## src/rtl/ilv_pkg.sv

```systemverilog
// Package: shared defaults and helpers for the interleaved bank scheduler.
// Assumes the bank count is a power of two and the busy time is at least 1.
package ilv_pkg;

    localparam int DEF_ADDR_W   = 16;
    localparam int DEF_BANK_CNT = 8;
    localparam int DEF_BUSY_CYC = 7;
    localparam int DEF_STALL_W  = 32;

    // Value loaded into a bank timer so the bank frees busy cycles later.
    function automatic int timer_load(input int busy);
        return (busy > 0) ? busy - 1 : 0;
    endfunction

    // Width of a counter that must hold values up to max_val.
    function automatic int cnt_width(input int max_val);
        return (max_val < 2) ? 1 : $clog2(max_val + 1);
    endfunction

endpackage

```

## src/rtl/ilv_bank_timer.sv

```systemverilog
// Module: per-bank busy countdown.
// On load it takes the value LOAD and then counts down once per cycle.
// The bank is busy while the count is non-zero.
// Assumes load is only raised while the bank is free.
module ilv_bank_timer #(
    parameter int CNT_W = 3,
    parameter int LOAD  = 6
) (
    input  logic clk,
    input  logic rst_n,
    input  logic load,
    output logic busy
);

    logic [CNT_W-1:0] cnt_q;

    assign busy = (cnt_q != '0);

    // Load on accept, otherwise run down to zero.
    always_ff @(posedge clk) begin
        if (!rst_n) begin
            cnt_q <= '0;
        end else if (load) begin
            cnt_q <= CNT_W'(LOAD);
        end else if (busy) begin
            cnt_q <= cnt_q - 1'b1;
        end
    end

endmodule

```

## src/rtl/ilv_stall_counter.sv

```systemverilog
// Module: counts cycles in which a valid request is held back.
// Wraps at 2**W. Assumes inc is already qualified by valid and not ready.
module ilv_stall_counter #(
    parameter int W = 32
) (
    input  logic         clk,
    input  logic         rst_n,
    input  logic         inc,
    output logic [W-1:0] count
);

    // Step the count by one on each held-back cycle.
    always_ff @(posedge clk) begin
        if (!rst_n) begin
            count <= '0;
        end else if (inc) begin
            count <= count + 1'b1;
        end
    end

endmodule

```

## src/rtl/ilv_issue_reg.sv

```systemverilog
// Module: registers the bank and row of each accepted access toward the banks.
// Assumes fire is high only at the edge that accepts a request.
module ilv_issue_reg #(
    parameter int BANK_W = 3,
    parameter int ROW_W  = 13
) (
    input  logic              clk,
    input  logic              rst_n,
    input  logic              fire,
    input  logic [BANK_W-1:0] bank_in,
    input  logic [ROW_W-1:0]  row_in,
    output logic              issue_valid,
    output logic [BANK_W-1:0] issue_bank,
    output logic [ROW_W-1:0]  issue_row
);

    // Valid flag follows every edge; a new access produces a one-cycle pulse.
    always_ff @(posedge clk) begin
        if (!rst_n) begin
            issue_valid <= 1'b0;
        end else begin
            issue_valid <= fire;
        end
    end

    // Capture the bank and row only when an access is accepted.
    always_ff @(posedge clk) begin
        if (!rst_n) begin
            issue_bank <= '0;
            issue_row  <= '0;
        end else if (fire) begin
            issue_bank <= bank_in;
            issue_row  <= row_in;
        end
    end

endmodule

```

## src/rtl/ilv_bank_sched.sv

```systemverilog
// Module: top of the interleaved bank scheduler.
// Picks a bank from the low address bits and accepts the request only when
// that bank's timer has expired. It issues in strict order and counts stall cycles.
// Assumes BANK_CNT is a power of two, at least 2, and that the requester holds
// req_addr stable while req_valid is high and req_ready is low.
module ilv_bank_sched #(
    parameter int ADDR_W   = ilv_pkg::DEF_ADDR_W,
    parameter int BANK_CNT = ilv_pkg::DEF_BANK_CNT,
    parameter int BUSY_CYC = ilv_pkg::DEF_BUSY_CYC,
    parameter int STALL_W  = ilv_pkg::DEF_STALL_W,
    localparam int BANK_W  = $clog2(BANK_CNT),
    localparam int ROW_W   = ADDR_W - BANK_W
) (
    input  logic               clk,
    input  logic               rst_n,
    input  logic               req_valid,
    input  logic [ADDR_W-1:0]  req_addr,
    output logic               req_ready,
    output logic               issue_valid,
    output logic [BANK_W-1:0]  issue_bank,
    output logic [ROW_W-1:0]   issue_row,
    output logic [STALL_W-1:0] stall_cnt
);

    localparam int TMR_LOAD = ilv_pkg::timer_load(BUSY_CYC);
    localparam int TMR_W    = ilv_pkg::cnt_width(TMR_LOAD);

    logic [BANK_W-1:0]   bank_sel;
    logic [ROW_W-1:0]    row_sel;
    logic [BANK_CNT-1:0] bank_busy;
    logic                fire;
    logic                held;

    // Split the word address into bank index and row.
    assign bank_sel = req_addr[BANK_W-1:0];
    assign row_sel  = req_addr[ADDR_W-1:BANK_W];

    // Accept when the addressed bank is free.
    assign req_ready = !bank_busy[bank_sel];
    assign fire      = req_valid && req_ready;
    assign held      = req_valid && !req_ready;

    // One busy timer per bank, loaded when that bank accepts.
    for (genvar gi = 0; gi < BANK_CNT; gi++) begin : g_bank
        logic hit;
        assign hit = fire && (bank_sel == BANK_W'(gi));
        ilv_bank_timer #(
            .CNT_W (TMR_W),
            .LOAD  (TMR_LOAD)
        ) u_timer (
            .clk   (clk),
            .rst_n (rst_n),
            .load  (hit),
            .busy  (bank_busy[gi])
        );
    end

    ilv_issue_reg #(
        .BANK_W (BANK_W),
        .ROW_W  (ROW_W)
    ) u_issue (
        .clk         (clk),
        .rst_n       (rst_n),
        .fire        (fire),
        .bank_in     (bank_sel),
        .row_in      (row_sel),
        .issue_valid (issue_valid),
        .issue_bank  (issue_bank),
        .issue_row   (issue_row)
    );

    ilv_stall_counter #(
        .W (STALL_W)
    ) u_stall (
        .clk   (clk),
        .rst_n (rst_n),
        .inc   (held),
        .count (stall_cnt)
    );

endmodule

```

## config.mk

```make
export PLATFORM = sky130hd
export DESIGN_NAME = ilv_bank_sched
export DESIGN_NICKNAME = d
export VERILOG_FILES = /design/src/rtl/ilv_pkg.sv /design/src/rtl/ilv_bank_timer.sv /design/src/rtl/ilv_stall_counter.sv /design/src/rtl/ilv_issue_reg.sv /design/src/rtl/ilv_bank_sched.sv
export SDC_FILE = /design/constraint.sdc
export NUM_CORES = 1
export LEC_CHECK = 0
export BUFFER_PORTS_ARGS = -buffer_cell sky130_fd_sc_hd__clkbuf_2
export CELL_PAD_IN_SITES_DETAIL_PLACEMENT = 1
export CELL_PAD_IN_SITES_GLOBAL_PLACEMENT = 2
export CORE_UTILIZATION = 34
export DETAILED_ROUTE_END_ITERATION = 10
export GPL_TIMING_DRIVEN = 0
export PLACE_DENSITY = 0.77
export SYNTH_ARGS = -nofsm -noshare
export SYNTH_HDL_FRONTEND = slang
export SYNTH_HIERARCHICAL = 1
export SYNTH_SLANG_ARGS = --single-unit
```

## constraint.sdc

```tcl
create_clock -name clk -period 3.1 [get_ports clk]
set_clock_uncertainty 0.1 [all_clocks]
set_input_delay 0.775 -clock clk [delete_from_list [all_inputs] [get_ports clk]]
set_output_delay 0.775 -clock clk [all_outputs]
set_load 0.01 [all_outputs]
```

==> results of run 1 <==
state kept, by name, summed over array words and instances, names as in the netlist:
| name | cells |
|---|---|
| g_bank.u_timer/cnt_q | 24 |
| u_issue/issue_bank | 3 |
| u_issue/issue_row | 13 |
| u_issue/issue_valid | 1 |
| u_stall/count | 32 |
per-layer routing:
| metal | wire length [um] | vias up |
|---|---|---|
| met4 | 111 | 0 |
| met2 | 3890 | 44 |
| met1 | 4210 | 1477 |
| li1 | - | 1514 |
| met3 | 268 | 9 |
| met5 | 0 | - |
timing repair:
| action | 4_1_cts | 5_1_grt |
|---|---|---|
| gates cloned | 0 | 1 |
| endpoints found under the setup margin | 13 | 19 |
| resized for setup | 6 | 29 |
| setup buffers | 1 | 1 |
| pin swaps | 1 | 2 |
layout by cell type (no fill, tap or decap), types with 12 or more instances in the layout:
| cell | synthesis | final |
|---|---|---|
| inv_1 | 30 | 30 |
| clkbuf_2 | 0 | 68 |
| nand2b_1 | 12 | 12 |
| mux2i_1 | 23 | 23 |
| nor2b_1 | 16 | 16 |
| nor2_1 | 19 | 19 |
| dfxtp_1 | 73 | 67 |
| xor2_1 | 17 | 17 |
| nand2_1 | 14 | 14 |
| o21a_1 | 16 | 16 |
report_power, final:
group          leakage, nW  internal [mW]  total, mW  switching [mW]
combinational         1.21          0.287      0.572           0.286
clock                0.102          0.388      0.745           0.357
sequential           0.595           1.02       1.08          0.0616
cell type report:
class	instances	area share, %
clock inverters	6	1.26
clock buffers	10	3.01
plain buffers	16	2.90
well taps	136	3.72
inverters	30	2.46
flip-flops and latches	73	32.1
repair buffers	71	8.31
multi-input cells	262	46.3
critical path, cell delays in order (launching register included):
cell and delay, ns:
dfxtp_2 0.34, or2_2 0.30, inv_1 0.09, ha_4 0.17, inv_1 0.06, mux2_4 0.28, a2bb2oi_4 0.17, and4_1 0.19
buf_4 0.16, and4_1 0.16, buf_6 0.14, nand4_1 0.23, clkbuf_16 0.20, o21ai_0 0.07, a21oi_1 0.16
cell families after synthesis:
logic type	share of synthesized area [%]
AOI/OAI and AO/OA	12.0
xor gates and xnor gates	4.97
adders and majority gates	5.75
buffers and inverters	6.08
DFF	39.5
muxes	9.87
and+or+nand+nor	21.9
path summary, 6_finish.rpt:
kind / startpoint / endpoint / slack, ns
worst min-delay path: u_stall/count[31] / u_stall/count[31] / 0.38
worst min register to register: u_stall/count[31] / u_stall/count[31] / 0.38
worst max-delay path: g_bank[4].u_timer/cnt_q[0] / u_stall/count[18] / 0.16
worst max register to register: g_bank[4].u_timer/cnt_q[0] / u_stall/count[18] / 0.16
==> results by group, run 1 <==
Final layout
  • Design area: 4580 um2
  • # diodes: 0
  • Layout area overhead: 23.6%
  • Final std cells w/o fill: 604
  • Final core utilization: 43.7%
  • Fraction of layout instances using a drive strength above 1: 29.7%
  • FF/Latch Area: 1470 um2
  • Multi-input combinational cell area: 2120 um2
  • Nets: 499
  • Fill cells: 1248

Synth
  • Synth warnings: 6
  • Post-Syn Area: 3700 um2
  • Top cell type's share of synthesized area: 39.5%
  • Asr flop ratio synth: 0%
  • Syn nets: 417
  • Seq/Total Area, Yosys: 39.5%
  • Post-synthesis cell type count: 46
  • Mapped Cells: 381
  • FF+latch count, synth: 73
  • Synth top area cells: dfxtp_1, mux2i_1, ha_1
  • Synth Area per Inst: 9.72 um2
  • Count leader, synth: dfxtp_1
  • Yosys top cell by area: dfxtp_1
  • Post-synth top cells: dfxtp_1, inv_1, mux2i_1
  • Top_reg_cell synth: dfxtp_1
  • Post-synth EDFFs: 0

Drt
  • Routed Antenna Nets: 0
  • Starting DRT DRC Count: 107
  • Count of TritonRoute iterations in the first routing pass: 4
  • Via count: 3044
  • DRT Wirelength: 8480 um
  • Routed vias/inst: 5.04
  • DRC: 0
  • WL per Instance: 14.0 um

Power
  • Peak VDD IR: 0.192 mV
  • Leakage: 1.90 nW
  • Power density over the cells: 524 nW/um2
  • Total power: 2.40 mW

STA
  • Final setup violation count: 0
  • Final period util: 94.8%
  • Setup total negative slack: 0 ns
  • Hold slack: 0.380 ns
  • Fmax: 0.340 GHz
  • Count of final hold-check violations: 0
  • Setup ws final: 0.163 ns
  • Slew HR: 53.2%
  • Slew Limit Fails: 0
  • Crit path time final: 2.94 ns
  • Slew @ Worst Pin: 0.703 ns

Setup path
  • Worst path required time: 3.26 ns
  • Critical path type: reg2reg
  • Worst setup SP type: flop
  • CP Max Fanout: 9
  • Cells on worst reg2reg path: 14
  • CP Capture Type: flop
  • Worst EP arrival: 3.10 ns

Global routing
  • Antenna violations before repair: 0
  • GR peak layer: met2
  • GR Util All Layers: 15.3%
  • Met1 Resource Use GR: 19.9%
  • Grt ovf: 0
  • Met3 Use GR: 3.56%
  • First-pass GRT wire length: 13900 um
  • Largest net degree at the start of global routing: 38
  • Met2 GRT Util: 24.7%
  • Vias in the first global route: 2930

Place
  • DP Area: 4210 um2
  • Post-DP HPWL: 6040 um
  • # port buffers: 68
  • DP Worst Slack: -0.344 ns
  • GP Congestion: 0.717
  • Dpl cells: 585

Hold path
  • Min-Delay Path Class: reg2reg
  • Worst Hold Depth: 2

Clock network
  • CTS tree: built
  • CTS clock-pin slew for the worst setup and hold paths: 0.07 ns
  • Clk_lat worst skew: 0.35 ns
  • Maximum buffer depth of the clock tree: 2
  • Clk root buf: clkbuf_8
  • Clock sink count: 73
  • H-tree lvl count: 3
  • TritonCTS buffer count: 9
  • Hold_buf cts: 0

Floorplan
  • I/O pin total: 69
  • Die height: 106 um
  • Initial core utilization: 35.4%
  • Die X: 106 um
  • # rows: 37
  • Core Region: 10500 um2
  • Die Area: 11300 um2

Status
  • Status: finished clean

Flow run
  • Max Cap Viol: 0
Note: power is estimated with default switching activity, not from simulation.
==> run 2, diff against run 1 <==
--- a/config.mk
+++ b/config.mk
@@ -5,13 +5,14 @@
 export SDC_FILE = /design/constraint.sdc
 export NUM_CORES = 1
 export LEC_CHECK = 0
+export ABC_AREA = 1
 export BUFFER_PORTS_ARGS = -buffer_cell sky130_fd_sc_hd__clkbuf_2
 export CELL_PAD_IN_SITES_DETAIL_PLACEMENT = 1
 export CELL_PAD_IN_SITES_GLOBAL_PLACEMENT = 2
-export CORE_UTILIZATION = 34
+export CORE_UTILIZATION = 31
 export DETAILED_ROUTE_END_ITERATION = 10
 export GPL_TIMING_DRIVEN = 0
-export PLACE_DENSITY = 0.77
+export PLACE_DENSITY = 0.79
 export SYNTH_ARGS = -nofsm -noshare
 export SYNTH_HDL_FRONTEND = slang
 export SYNTH_HIERARCHICAL = 1
==> run 2 against run 1 <==
  * First-iteration DRC count is 43% higher
  * Utilization is 4.6 points lower
  * Register-to-register slack better by 0.37 ns
  * Power is 55% higher
  * Hold slack worse by 0.0092 ns
  * Sequential cell count stayed put
  * Critical path depth is 5 lower
  * Synthesized area is 12% higher
  * Die area is 22% higher
  * Wire length is 23% higher
  * Critical endpoint is now req_ready
  * Largest cell class unchanged
==> results by group, run 2 <==
Clock network
  • H-tree lvl count: 3 (unchanged)
  • TritonCTS buffer count: 9 (unchanged)
  • Post-CTS Resized: 0 (-6)
  • Clk_lat worst skew: 0.34 ns (about the same)
  • Maximum buffer depth of the clock tree: 2 (unchanged)
  • Clock sink count: 73 (unchanged)
  • CTS tree: built
  • Clk root buf: clkbuf_16
  • CTS clock-pin slew for the worst setup and hold paths: 0.06 ns (about the same)
  • Hold_buf cts: 0 (unchanged)
  • Post-CTS setup repair buffer count: 0 (-1)

Synth
  • Top_reg_cell synth: dfxtp_1
  • Seq/Total Area, Yosys: 35.2% (-4.2 points)
  • Adder-cell area share of the yosys netlist: 5.13% (-0.62 points)
  • Yosys top cell by area: dfxtp_1
  • Proportion of synthesized area in mux cells: 0% (-9.9 points)
  • Compound-Gate Fraction of Synth Area: 10.3% (-1.7 points)
  • Synth warnings: 6 (unchanged)
  • Syn nets: 661 (+59%)
  • Post-synth EDFFs: 0 (unchanged)
  • Post-Synth Simple-Gate Area: 34.8% (+13 points)
  • Synth Area per Inst: 6.64 um2 (-32%)
  • Post-synthesis cell type count: 34 (-26%)
  • Post-Syn Area: 4150 um2 (+12%)
  • Post-synth top cells: nand2_1, inv_1, nor2_1
  • FF+latch count, synth: 73 (unchanged)
  • Top cell type's share of synthesized area: 35.2% (-4.2 points)
  • Main combinational cell family by area after synthesis: simple AND/OR/NAND/NOR gates
  • Synth top area cells: dfxtp_1, nand2_1, inv_1
  • Mapped Cells: 625 (+64%)
  • Asr flop ratio synth: 0% (unchanged)
  • Post-synthesis xor/xnor area fraction: 0.633% (-4.3 points)
  • Count leader, synth: nand2_1

STA
  • Fmax: 0.378 GHz (+11%)
  • Count of final hold-check violations: 0 (unchanged)
  • Final period util: 85.3% (-9.4 points)
  • Final setup violation count: 0 (unchanged)
  • Slew Limit Fails: 0 (unchanged)
  • Crit path time final: 2.65 ns (-0.291 ns)
  • Hold slack: 0.371 ns (-0.00922 ns)
  • RSZ-0062 raised after global routing: false
  • Setup total negative slack: 0 ns (unchanged)
  • Slew HR: 55.2% (+2.0 points)
  • Slew @ Worst Pin: 0.672 ns (-0.0304 ns)

Power
  • Leakage: 2.59 nW (+36%)
  • Power density over the cells: 741 nW/um2 (+41%)
  • Peak VDD IR: 0.434 mV (+130%)

Final layout
  • Fill cells: 1682 (+35%)
  • Final core utilization: 39.1% (-4.6 points)
  • Nets: 739 (+48%)
  • Most frequent cells in the layout: nand2_1, inv_1, nor2_1
  • # diodes: 0 (unchanged)
  • Layout area overhead: 20.9%
  • Most common cell after layout, fill and taps aside: nand2_1
  • Flip-flop count of the largest register after layout: 32 (unchanged)
  • Top flop regs: u_stall/count (32), g_bank.u_timer/cnt_q (24), u_issue/issue_row (13)
  • Fraction of layout instances using a drive strength above 1: 20.4% (-9.3 points)
  • Biggest register: u_stall/count

Floorplan
  • Initial core utilization: 32.4% (-3.0 points)
  • Die Area: 13900 um2 (+22%)
  • I/O pin total: 69 (unchanged)
  • Die height: 118 um (+11%)
  • # rows: 41 (+11%)
  • Die X: 118 um (+11%)
  • Core Region: 12800 um2 (+23%)

Setup path
  • CP Max Fanout: 5 (-4)
  • Critical path type: reg2out
  • CP Cell Sequence: nor2_2 > ha_1 > inv_1 > nand2_1 > nand2_1 > nand2_1 > nand3_1 > o21ai_2 > clkbuf_2
  • Worst setup SP type: flop
  • CP Capture Type: output pin
  • Crit path buf inv count: 2 (-3)
  • CP max stage cell: dfxtp_1
  • Crit-path most repeated cell: nand2_1
  • Worst EP arrival: 1.77 ns (-1.33 ns)
  • Crit path max-delay family: simple AND/OR/NAND/NOR gates
  • Max incr delay on CP: 0.34 ns (about the same)
  • Worst path required time: 2.22 ns (-1.04 ns)

Hold path
  • Min-Delay Path Class: reg2reg

Place
  • # port buffers: 67 (-1.5%)
  • Post-DP HPWL: 8160 um (+35%)
  • GP Congestion: 0.755 (+5.2%)

Drt
  • Count of TritonRoute iterations in the first routing pass: 4 (unchanged)
  • DRC: 0 (unchanged)
  • DRT Wirelength: 10500 um (+23%)
  • Routed Antenna Nets: 0 (unchanged)
  • Via count: 3911 (+28%)
  • Routed vias/inst: 4.45 (-12%)
  • Starting DRT DRC Count: 153 (+43%)
  • WL per Instance: 11.9 um (-15%)

Status
  • Status: finished clean

Global routing
  • Grt ovf: 0 (unchanged)
  • Antenna violations before repair: 0 (unchanged)
  • Vias in the first global route: 3927 (+34%)
  • First-pass GRT wire length: 18200 um (+31%)
  • GR Util All Layers: 16.3% (+0.98 points)
  • Largest net degree at the start of global routing: 32 (-16%)

Flow run
  • Max Cap Viol: 0 (unchanged)
-- run 2: worst register-to-register path, cell delays in order (launching register included) --
cell and delay (ns):
dfxtp_1 0.39, nor2_2 0.08, ha_1 0.24, inv_1 0.12
nand2_1 0.06, nand2_1 0.07, nand2_1 0.06, nand3_1 0.12
o21ai_2 0.08, nor2_1 0.11, buf_4 0.19, nand2_2 0.10
nor2_4 0.17, nand3_4 0.15, nor2_1 0.23, nand3_1 0.10
nand2_1 0.07, nor2_1 0.04
-- run 2: layout make-up --
class                   instances  area (um2)  area share, %
repair buffers                 67         335           6.69
clock inverters                 2        35.0          0.699
well taps                     172         215           4.29
multi-input cells             415        2110           42.1
plain buffers                  11         103           2.05
flip-flops and latches         73        1460           29.1
inverters                     126         475           9.48
clock buffers                  13         280           5.59
-- run 2: final timing paths --
path	from	depth (start not counted)	slack [ns]	to
max	g_bank[7].u_timer/cnt_q[0]	9	0.45	req_ready
min	u_issue/issue_row[10]	2	0.37	u_issue/issue_row[10]
max reg2reg	g_bank[7].u_timer/cnt_q[0]	17	0.53	u_stall/count[28]
min reg2reg	u_issue/issue_row[10]	2	0.37	u_issue/issue_row[10]
-- run 2: cells by family after synthesis --
family,count (synthesis)
flip-flops,73
buffers and inverters,137
XOR/XNOR,3
AND/OR/NAND/NOR,323
adder cells (fa/ha/maj),17
AO/OA/AOI/OAI,72
-- run 2: per-layer routing --
metal / vias to the layer above / track usage, % / wire, um / part of all wire, %
met2: 45 / 28.0 / 5190 / 50
met1: 1804 / 19.3 / 4850 / 46
met5: - / 0 / 0 / 0
li1: 2056 / - / - / -
met4: 0 / 5.29 / 106 / 1.0
met3: 6 / 4.75 / 323 / 3.1
-- run 2: power by group --
part / internal [mW] / switching [mW]
clock: 0.705 / 0.385
combinational: 0.514 / 0.839
sequential: 1.13 / 0.141
total: 2.35 / 1.36
-- run 2: through the flow --
step	setup WS, ns	cell area, um2	instances	power [mW]
3_3_place_gp	0.183	4700	864	2.58
2_1_floorplan	0.710	4150	625	2.33
6_report	0.454	5010	879	3.72
5_1_grt	0.157	5010	879	4.05
4_1_cts	0.438	5010	879	3.79
3_5_place_dp	0.122	4700	864	2.67
